## src/rtl/fwd_pkg.sv

```systemverilog
// Shared types for the operand forwarding unit.
// Assumes a two-bit select per ALU operand; the encoding is fixed because
// the operand multiplexers outside this block decode it.
package fwd_pkg;

    typedef enum logic [1:0] {
        SEL_RF  = 2'b00,   // value read from the register file in decode
        SEL_WB  = 2'b01,   // final value being written back
        SEL_MEM = 2'b10    // ALU result held in the execute-to-memory register
    } opsel_e;

endpackage

```

## src/rtl/fwd_hit.sv

```systemverilog
// Single-source match: reports that an older pipeline slot writes the
// register a consumer reads.
// Assumes index 0 is the hardwired zero register and is never a real result.
module fwd_hit #(
    parameter int IDX_W = 5
) (
    input  logic [IDX_W-1:0] src_idx,
    input  logic [IDX_W-1:0] dst_idx,
    input  logic             dst_we,
    output logic             hit
);

    localparam logic [IDX_W-1:0] ZERO_IDX = '0;

    // Match only when the slot really writes a nonzero register.
    always_comb begin
        hit = dst_we && (dst_idx != ZERO_IDX) && (src_idx == dst_idx);
    end

endmodule

```

## src/rtl/fwd_operand_sel.sv

```systemverilog
// Select for one ALU operand: the memory-stage result beats the writeback
// value, and both beat the register file value.
// Assumes the memory-stage instruction is younger than the writeback one.
module fwd_operand_sel #(
    parameter int IDX_W = 5
) (
    input  logic [IDX_W-1:0] src_idx,
    input  logic [IDX_W-1:0] mem_rd_idx,
    input  logic             mem_wr_en,
    input  logic [IDX_W-1:0] wb_rd_idx,
    input  logic             wb_wr_en,
    output logic [1:0]       sel
);
    import fwd_pkg::*;

    logic   mem_hit;
    logic   wb_hit;
    opsel_e sel_e;

    fwd_hit #(.IDX_W(IDX_W)) u_mem_hit (
        .src_idx (src_idx),
        .dst_idx (mem_rd_idx),
        .dst_we  (mem_wr_en),
        .hit     (mem_hit)
    );

    fwd_hit #(.IDX_W(IDX_W)) u_wb_hit (
        .src_idx (src_idx),
        .dst_idx (wb_rd_idx),
        .dst_we  (wb_wr_en),
        .hit     (wb_hit)
    );

    // Priority pick of the newest producer.
    always_comb begin
        if (mem_hit)      sel_e = SEL_MEM;
        else if (wb_hit)  sel_e = SEL_WB;
        else              sel_e = SEL_RF;
    end

    assign sel = sel_e;

endmodule

```

## src/rtl/rf_read_bypass.sv

```systemverilog
// Write-before-read bypass for one register file read port: the value
// written this cycle is returned to a read of the same register.
// Assumes the write port is the writeback stage of the same pipeline.
module rf_read_bypass #(
    parameter int IDX_W = 5
) (
    input  logic [IDX_W-1:0] rd_idx,
    input  logic [IDX_W-1:0] wr_idx,
    input  logic             wr_en,
    output logic             byp
);

    fwd_hit #(.IDX_W(IDX_W)) u_hit (
        .src_idx (rd_idx),
        .dst_idx (wr_idx),
        .dst_we  (wr_en),
        .hit     (byp)
    );

endmodule

```

## src/rtl/fwd_unit_top.sv

```systemverilog
// Operand forwarding unit: ALU operand selects for execute and the
// same-cycle bypass flags for the two decode read ports.
// Assumes load data never feeds execute directly; a load consumer is
// stalled elsewhere and then served from the writeback path.
module fwd_unit_top #(
    parameter int IDX_W = 5
) (
    input  logic [IDX_W-1:0] ex_rs1_idx,
    input  logic [IDX_W-1:0] ex_rs2_idx,
    input  logic [IDX_W-1:0] mem_rd_idx,
    input  logic             mem_wr_en,
    input  logic [IDX_W-1:0] wb_rd_idx,
    input  logic             wb_wr_en,
    input  logic [IDX_W-1:0] id_rs1_idx,
    input  logic [IDX_W-1:0] id_rs2_idx,
    output logic [1:0]       opa_sel,
    output logic [1:0]       opb_sel,
    output logic             id_rs1_byp,
    output logic             id_rs2_byp
);

    localparam int NUM_SRC = 2;

    logic [IDX_W-1:0] ex_src [NUM_SRC];
    logic [IDX_W-1:0] id_src [NUM_SRC];
    logic [1:0]       sel_v  [NUM_SRC];
    logic             byp_v  [NUM_SRC];

    // Gather per-source indices into arrays for the replicated slices.
    always_comb begin
        ex_src[0] = ex_rs1_idx;
        ex_src[1] = ex_rs2_idx;
        id_src[0] = id_rs1_idx;
        id_src[1] = id_rs2_idx;
    end

    for (genvar g = 0; g < NUM_SRC; g++) begin : g_src
        fwd_operand_sel #(.IDX_W(IDX_W)) u_opsel (
            .src_idx    (ex_src[g]),
            .mem_rd_idx (mem_rd_idx),
            .mem_wr_en  (mem_wr_en),
            .wb_rd_idx  (wb_rd_idx),
            .wb_wr_en   (wb_wr_en),
            .sel        (sel_v[g])
        );

        rf_read_bypass #(.IDX_W(IDX_W)) u_rfbyp (
            .rd_idx (id_src[g]),
            .wr_idx (wb_rd_idx),
            .wr_en  (wb_wr_en),
            .byp    (byp_v[g])
        );
    end

    // Drive the named outputs from the per-source results.
    always_comb begin
        opa_sel    = sel_v[0];
        opb_sel    = sel_v[1];
        id_rs1_byp = byp_v[0];
        id_rs2_byp = byp_v[1];
    end

endmodule

```

## config.mk

```make
export PLATFORM = sky130hd
export DESIGN_NAME = fwd_unit_top
export DESIGN_NICKNAME = d
export VERILOG_FILES = /design/src/rtl/fwd_pkg.sv /design/src/rtl/fwd_hit.sv /design/src/rtl/fwd_operand_sel.sv /design/src/rtl/rf_read_bypass.sv /design/src/rtl/fwd_unit_top.sv
export SDC_FILE = /design/constraint.sdc
export NUM_CORES = 1
export LEC_CHECK = 0
export BUFFER_PORTS_ARGS = -buffer_cell sky130_fd_sc_hd__buf_2
export CORE_AREA = 4 4 41 43
export DETAILED_ROUTE_END_ITERATION = 10
export DIE_AREA = 0 0 45 47
export GPL_ROUTABILITY_DRIVEN = 0
export PLACE_DENSITY = 0.82
export SYNTH_ARGS = -nofsm -noshare
export SYNTH_HDL_FRONTEND = slang
export SYNTH_HIERARCHICAL = 1
export SYNTH_SLANG_ARGS = --single-unit
```

## constraint.sdc

```tcl
create_clock -name vclk -period 1.05
set_input_delay 0.105 -clock vclk [all_inputs]
set_output_delay 0.105 -clock vclk [all_outputs]
set_load 0.03 [all_outputs]
```

==> metrics.md, run 1 <==
| Metric | Value |
|---|---|
| Outcome | `finished with violations` |
| Violated checks | `setup timing` |
| Worst Tran Pin Value | `0.2397 ns` |
| Startpoint types | `input port` |
| Avg Vias per Cell | `~5` |
| Grt ovf | `0` |
| Fillers | `87` |
| # DRC | `0` |
| Commonest non-fill, non-tap cell in the layout | `buf_2` |
| Synth Instances | `64` |
| Inst Count DP | `roughly 130` |
| Clock buffers | `0` |
| Crit path from | `wb_rd_idx[3]` |
| Post-route antenna net violation count | `0` |
| Placed inst area | `roughly 750 sq um` |
| Avg Cell Area, Syn | `between 7 and 8 sq um` |
| Total area of sequential cells | `0 sq um` |
| Slew headroom | `0.8389` |
| Share of cells above drive strength 1 | `0.6000` |
| FMAX | `~850 MHz` |
| Total Wirelength | `1830 um` |
| Initial antenna violation count | `0` |
| Initial DRT Pass Iterations | `2` |
| Die Span Y | `between 40 and 50 um` |
| Hold Violations, Final | `0` |
| Synth warn | `6` |
| Design Area, Final | `roughly 0.0010 sq mm` |
| Max Slew Vio Count | `0` |
| Critical Path RT | `between 0.9 and 1 ns` |
| Leakage Power | `about 0.46 nW` |
| Final net count | `~150` |
| Final period util | `1.126` |
| Layout area overhead | `125.4%` |
| First-pass GRT wire length | `about 2700 um` |
| CP Capture Point | `opa_sel[0]` |
| IO Port Bufs | `38` |
| Max_cap viols | `0` |
| Crit Path Category | `in -> out` |
| Power Density | `362.7 mW/mm^2` |
| Worst Path Arrival | `around 1.1 ns` |
| Final Non-Filler Cells | `130` |
| Sequential cell count | `0` |
| Hold WC Path Type | `in -> out` |
| GR Util All Layers | `0.1693` |
| DIE AREA | `between 0.002 and 0.0025 sq mm` |
| Minimum clock period | `1.183 ns` |
| Setup violators final | `6` |
| Die W | `roughly 45 um` |
| DRC marker count from the first detailed-route iteration | `7` |
| Pre-CTS setup slack | `-0.2936 ns` |
| Std-Cell Rows | `13` |
| Distinct cells, synth | `10` |
| Post-Synthesis Cell Area | `roughly 460 sq um` |
| Detail Placement HPWL | `approximately 1300 um` |
| Core ar. | `~0.0013 sq mm` |
| Most frequent cells in the layout | `buf_2 (20), xor2_1 (17), buf_6 (14)` |
| Number of I/O pins | `38` |
| CP Max Fanout | `7` |
| Vias | `about 640` |
| Avg WL per Cell | `between 10 and 15 um` |
| Crit end category | `primary output` |
| Setup ws final | `-0.1327 ns` |
| Seq/Total Area, Yosys | `0` |
| Multi-input logic area | `around 550 sq um` |
| CTS hold repair buffers | `0` |
| Maximum ir drop on the vdd rail | `0.1813 mV` |
| Largest net degree at the start of global routing | `8` |
| Syn_nets | `between 90 and 100` |
| Initial Util | `0.3558` |
| Vias in the first global route | `580` |
| Diodes inserted | `0` |
| Setup repair after global routing missed its margin | `true` |
area by class of cell:
class	instances	share of cell area
Tap cell	15	0.01799
Multi-Input combinational cell	62	0.5264
Timing Repair Buffer	53	0.4556
worst min-delay path by stage:
stage	startpoint	end	slack, ns	cells past startpoint
5_1_grt	mem_wr_en	opb_sel[1]	0.63	3
3_5_place_dp	wb_wr_en	id_rs2_byp	0.63	3
3_3_place_gp	wb_wr_en	id_rs2_byp	0.63	3
4_1_cts	mem_wr_en	opb_sel[1]	0.62	3
6_report	wb_wr_en	id_rs2_byp	0.62	3
2_1_floorplan	wb_wr_en	id_rs1_byp	0.44	1
synthesized netlist by cell type:
library cell | count | area, sq um
or2_1 | 6 | 37.54
nand2_1 | 6 | 22.52
buf_4 | 2 | 15.01
xnor2_1 | 6 | 52.55
and4_1 | 6 | 52.55
nor3_1 | 6 | 30.03
xor2_1 | 18 | 157.7
nor2b_4 | 2 | 27.53
nor4_1 | 6 | 37.54
o21ai_0 | 6 | 30.03
routing by layer:
layer	global-route usage	wire length, um	vias up
li1	-	-	331
met1	0.2072	664	287
met4	0	0	0
met5	0	0	-
met2	0.3446	1072	17
met3	0.003831	92	0
logic make-up (layout without fill, tap and decap cells):
logic type | after synthesis | count (layout) | synth area share
compound gates | 6 | 6 | 0.06487
buf+inv | 2 | 53 | 0.03242
xor+xnor | 24 | 24 | 0.4541
simple gates | 32 | 32 | 0.4487
worst max-delay path: stages:
cell	delay, ns
buf_12	0.12
xor2_2	0.17
nor3_2	0.15
and4_1	0.22
nor2b_4	0.16
buf_6	0.14
stage by stage:
step	total power, W	TNS, ns	util	hold slack [ns]
global route	0.0004080	-0.6497	0.8019	0.6275
finish	0.0003785	-0.4491	0.8019	0.6249
detailed placement	0.0002588	-1.165	0.5740	0.6348
floorplan	0.0001052	0	-	0.4384
global placement	0.0002523	-1.040	0.5740	0.6343
CTS	0.0003268	-0.3541	0.7163	0.6240
repair_timing:
item,4_1_cts,5_1_grt
hold endpoints to repair,0,0
setup endpoints to repair,6,6
cloned,0,0
pin swaps,24,13
setup buffers,1,2
gates resized for setup,51,20
report_power, final:
part | internal [W] | total (W) | switching (W)
combinational | 0.000217 | 0.000379 | 0.000161
sequential | 0 | 0 | 0
clock | 0 | 0 | 0
Power figures use the tool's default switching activity.
==> run 2, diff against run 1 <==
- CELL_PAD_IN_SITES_DETAIL_PLACEMENT: not set -> 1
- CELL_PAD_IN_SITES_GLOBAL_PLACEMENT: not set -> 1
- CORE_AREA: 4 4 41 43 -> not set
- CORE_MARGIN: not set -> 4
- CORE_UTILIZATION: not set -> 27
- DIE_AREA: 0 0 45 47 -> not set
- PLACE_DENSITY: 0.82 -> 0.95
==> run 2 against run 1 <==
Effect of this change: the flow still finishes with violations (setup timing); worst setup slack worse by 0.040 ns; worst hold slack improved by 0.022 ns; die area up 15%; flip-flop and latch count unchanged; critical path depth did not move; sequential share of layout area did not move; routed wire length rose by 60%; count of clock-buffer cells in the layout is the same; largest cell class unchanged.
==> metrics.md, run 2 (synthesized netlist as in run 1, its figures left out) <==
| Metric | Value |
|---|---|
| Pre-CTS setup slack | `-0.2684 ns` |
| Share of power burned in combinational logic | `1.000` |
| Initial Util | `0.2970` |
| Setup violators final | `6` |
| Hold Violations, Final | `0` |
| Placed inst area | `approximately 730 sq um` |
| Minimum clock period | `1.223 ns` |
| Internal Pwr Total | `roughly 0.00022 W` |
| DRC marker count from the first detailed-route iteration | `5` |
| Crit Path Category | `in -> out` |
| Initial DRT Pass Iterations | `3` |
| Detail Placement HPWL | `roughly 1700 um` |
| Setup ws final | `-0.1730 ns` |
| Outcome | `finished with violations` |
| Design Area, Final | `around 0.0011 sq mm` |
| Maximum ir drop on the vdd rail | `0.2063 mV` |
| Largest net degree at the start of global routing | `8` |
| GR Util All Layers | `0.2146` |
| Total Wirelength | `between 2000 and 3000 um` |
| Worst Path Arrival | `1.12 ns` |
| Clock share of power | `0` |
| Slew headroom | `0.8306` |
| Power Density | `~390 mW/mm^2` |
| Leakage Power | `0.4595 nW` |
| Avg Vias per Cell | `about 5.3` |
| CTS hold repair buffers | `0` |
| CP Max Fanout | `4` |
| Die W | `around 49 um` |
| Number of I/O pins | `38` |
| Max_cap viols | `0` |
| Switching power | `between 0.0002 and 0.00025 W` |
| Diodes inserted | `0` |
| IO Port Bufs | `38` |
| Vias in the first global route | `~800` |
| Setup repair after global routing missed its margin | `true` |
| Layout area overhead | `129.5%` |
| Most frequent cells in the layout | `buf_2 (17), buf_6 (17), xor2_1 (13)` |
| FMAX | `between 800 and 900 MHz` |
| Total area of sequential cells | `0 sq um` |
| Post-route antenna net violation count | `0` |
| Startpoint types | `input port` |
| Core ar. | `around 0.0016 sq mm` |
| Fillers | `~170` |
| First-pass GRT wire length | `4022 um` |
| Final period util | `1.165` |
| Multi-input logic area | `a little over 600 sq um` |
| Crit end category | `primary output` |
| Hold WC Path Type | `in -> out` |
| Share of cells above drive strength 1 | `0.6577` |
| Clock buffers | `0` |
| DIE AREA | `0.002441 sq mm` |
| Seq pwr share | `0` |
| Sequential cell count | `0` |
| Avg WL per Cell | `between 20 and 25 um` |
| Std-Cell Rows | `14` |
| Die Span Y | `49.41 um` |
| Switching Fraction | `0.4805` |
| # DRC | `0` |
| Initial antenna violation count | `0` |
| Vias | `about 670` |
| Violated checks | `setup timing` |
| Worst Tran Pin Value | `roughly 0.25 ns` |
| Final net count | `145` |
| Grt ovf | `0` |
| Max Slew Vio Count | `0` |
| Critical Path RT | `approximately 0.94 ns` |
==> run 2: changes by cell type in the layout (fill, tap and decap cells not counted), sizes merged <==
| cell | change |
|---|---|
| buf | -4 |
==> run 2: final cells by class <==
class              instances  area share
multi-input cells         62      0.5701
repair buffers            49      0.4111
well taps                 16     0.01885
==> run 2: per-stage QoR <==
stage	hold WS, ns	power [W]	setup TNS [ns]	std cells	utilization
3_5_place_dp	0.6404	0.0002629	-1.329	126	0.4703
4_1_cts	0.6507	0.0003481	-0.4211	127	0.6196
5_1_grt	0.6514	0.0004429	-0.8856	127	0.6814
6_report	0.6470	0.0004181	-0.7058	127	0.6814
3_3_place_gp	0.6414	0.0002486	-1.052	126	0.4703
2_1_floorplan	0.4384	0.0001052	0	64	-
==> run 2: worst max-delay path: stages <==
cell	delay, ns
buf_6	0.12
xor2_1	0.17
nor3_2	0.25
and4_4	0.29
nor2b_4	0.05
buf_6	0.13
==> run 2: final timing paths <==
| check | startpoint | to | cells after the start |
|---|---|---|---|
| setup / recovery | mem_rd_idx[1] | opa_sel[0] | 6 |
| hold / removal | wb_wr_en | id_rs2_byp | 3 |
==> run 2: power groups by stage <==
| stage | Clock (W) | Combinational [W] | Sequential, W |
|---|---|---|---|
| final | 0 | 0.000418 | 0 |
| after global routing | 0 | 0.000443 | 0 |
| after CTS | 0 | 0.000348 | 0 |
| after detailed placement | 0 | 0.000263 | 0 |
| after global placement | 0 | 0.000249 | 0 |
| after floorplan | 0 | 0.000105 | 0 |
==> run 2: layer usage <==
| metal | up-vias | GRT usage | share of wire |
|---|---|---|---|
| li1 | 319 | - | - |
| met1 | 326 | 0.2273 | 0.39 |
| met2 | 23 | 0.4308 | 0.55 |
| met3 | 6 | 0.01223 | 0.029 |
| met4 | 0 | 0.08295 | 0.033 |
| met5 | - | 0 | 0 |
==> run 2: repair_timing <==
item                                    CTS  global route
gates resized for setup                  60            19
endpoints found under the setup margin    6             6
hold endpoints to repair                  0             0
setup buffers                             1             0
pin swaps                                29             8
==> run 3, diff against run 2 <==
- SETUP_SLACK_MARGIN: not set -> 0.15
==> run 3 against run 2 <==
Effect of this change: the flow still finishes with violations (setup timing); combinational power is 7.7% lower; via count is 0.30% lower; utilization is 5.3 points lower; routed wire length is 5.4% lower; global-route usage is 4.5 points lower; total power is 7.7% lower; count of clock-buffer cells in the layout stayed put; cell count is 3.9% lower; worst setup slack better by 0.0024 ns; critical path type unchanged.
==> metrics.md, run 3 (synthesized netlist as in run 1, its figures left out) <==
| Metric | Value |
|---|---|
| Outcome | `finished with violations` |
| Violated checks | `setup timing` |
| Final period util | `1.163` |
| Final Non-Filler Cells | `about 120` |
| Total area of sequential cells | `0 sq um` |
| Startpoint types | `input port` |
| Leakage Power | `0.4146 nW` |
| Clock buffers | `0` |
| Max_cap viols | `0` |
| Setup ws final | `-0.1706 ns` |
| Detail Placement HPWL | `1624 um` |
| Setup TNS Final | `-0.8506 ns` |
| Number of I/O pins | `38` |
| Avg Vias per Cell | `approximately 5.5` |
| Post-route antenna net violation count | `0` |
| Vias in the first global route | `729` |
| Worst Path Arrival | `approximately 1.1 ns` |
| CP Max Fanout | `2` |
| Slew headroom | `0.8179` |
| Die W | `between 40 and 50 um` |
| GR Util All Layers | `0.1699` |
| First-pass GRT wire length | `roughly 3300 um` |
| Placed inst area | `~700 sq um` |
| # DRC | `0` |
| Setup violators final | `6` |
| Core ar. | `approximately 0.0016 sq mm` |
| Crit Path Category | `in -> out` |
| Fillers | `~190` |
| Maximum ir drop on the vdd rail | `between 0.15 and 0.2 mV` |
| Vias | `between 600 and 700` |
| Initial DRT Pass Iterations | `4` |
| Hold Violations, Final | `0` |
| Design Area, Final | `~980 sq um` |
| Sequential cell count | `0` |
| Layout area overhead | `111.6%` |
| Inst Count DP | `between 100 and 150` |
| Crit end category | `primary output` |
| Commonest non-fill, non-tap cell in the layout | `buf_2` |
| Final net count | `between 100 and 150` |
| Most frequent cells in the layout | `buf_2 (20), xor2_1 (13), buf_6 (10)` |
| Hold WC Path Type | `in -> out` |
| DIE AREA | `~0.0024 sq mm` |
| Total Wirelength | `2774 um` |
| Diodes inserted | `0` |
| IO Port Bufs | `38` |
| Share of cells above drive strength 1 | `0.5943` |
| Initial antenna violation count | `0` |
| Worst Tran Pin Value | `roughly 0.27 ns` |
| Die Span Y | `a little under 50 um` |
| FMAX | `around 820 MHz` |
| Setup repair after global routing missed its margin | `true` |
| Avg WL per Cell | `about 23 um` |
| Power Density | `roughly 390 mW/mm^2` |
| Std-Cell Rows | `14` |
| DRC marker count from the first detailed-route iteration | `1` |
| CTS hold repair buffers | `0` |
| Max Slew Vio Count | `0` |
| Grt ovf | `0` |
| Largest net degree at the start of global routing | `9` |
| Critical Path RT | `around 0.94 ns` |
| Minimum clock period | `roughly 1.2 ns` |
| Initial Util | `0.2970` |
[run 3: power by group]
part           total [W]  switching [W]  internal [W]  leakage (nW)
logic           0.000386       0.000191      0.000195         0.415
clock network          0              0             0             0
registers              0              0             0             0
total           0.000386       0.000191      0.000195         0.415
[run 3: cell type report]
cell class | count | area (sq um) | area share
multi-input cells | 62 | 574.3 | 0.5862
repair buffers | 44 | 385.4 | 0.3934
well taps | 16 | 20.02 | 0.02043
[run 3: final timing paths]
| path | start | to | slack (ns) | cells past startpoint |
|---|---|---|---|---|
| worst max-delay path | ex_rs2_idx[2] | opb_sel[0] | -0.17 | 6 |
| worst min-delay path | mem_wr_en | opb_sel[1] | 0.64 | 3 |
[run 3: layer usage]
metal  up-vias  GRT usage  share of wire
met5         -          0              0
met4         0    0.08295          0.044
met3        12    0.02141          0.058
met2        28     0.3281           0.53
met1       324     0.1767           0.37
li1        308          -              -
[run 3: critical path, cell delays in order]
cell	delay (ns)
buf_6	0.10
xor2_1	0.18
nor3_2	0.25
and4_4	0.30
nor2b_4	0.05
buf_6	0.13
[run 3: per-stage QoR]
step,utilization,total power (W),worst slack (ns),hold WS (ns)
after global placement,0.4543,0.0002411,-0.2264,0.6376
after detailed placement,0.4543,0.0002569,-0.2860,0.6352
after floorplan,-,0.0001106,0.1251,0.4384
after global routing,0.6284,0.0004105,-0.2368,0.6486
final,0.6284,0.0003860,-0.1706,0.6367
after CTS,0.5586,0.0003160,-0.1431,0.6281
[run 3: repair_timing]
action	in CTS	in global routing
buffers inserted	0	0
setup endpoints to repair	6	6
gates resized for setup	39	22
pin swaps	11	12
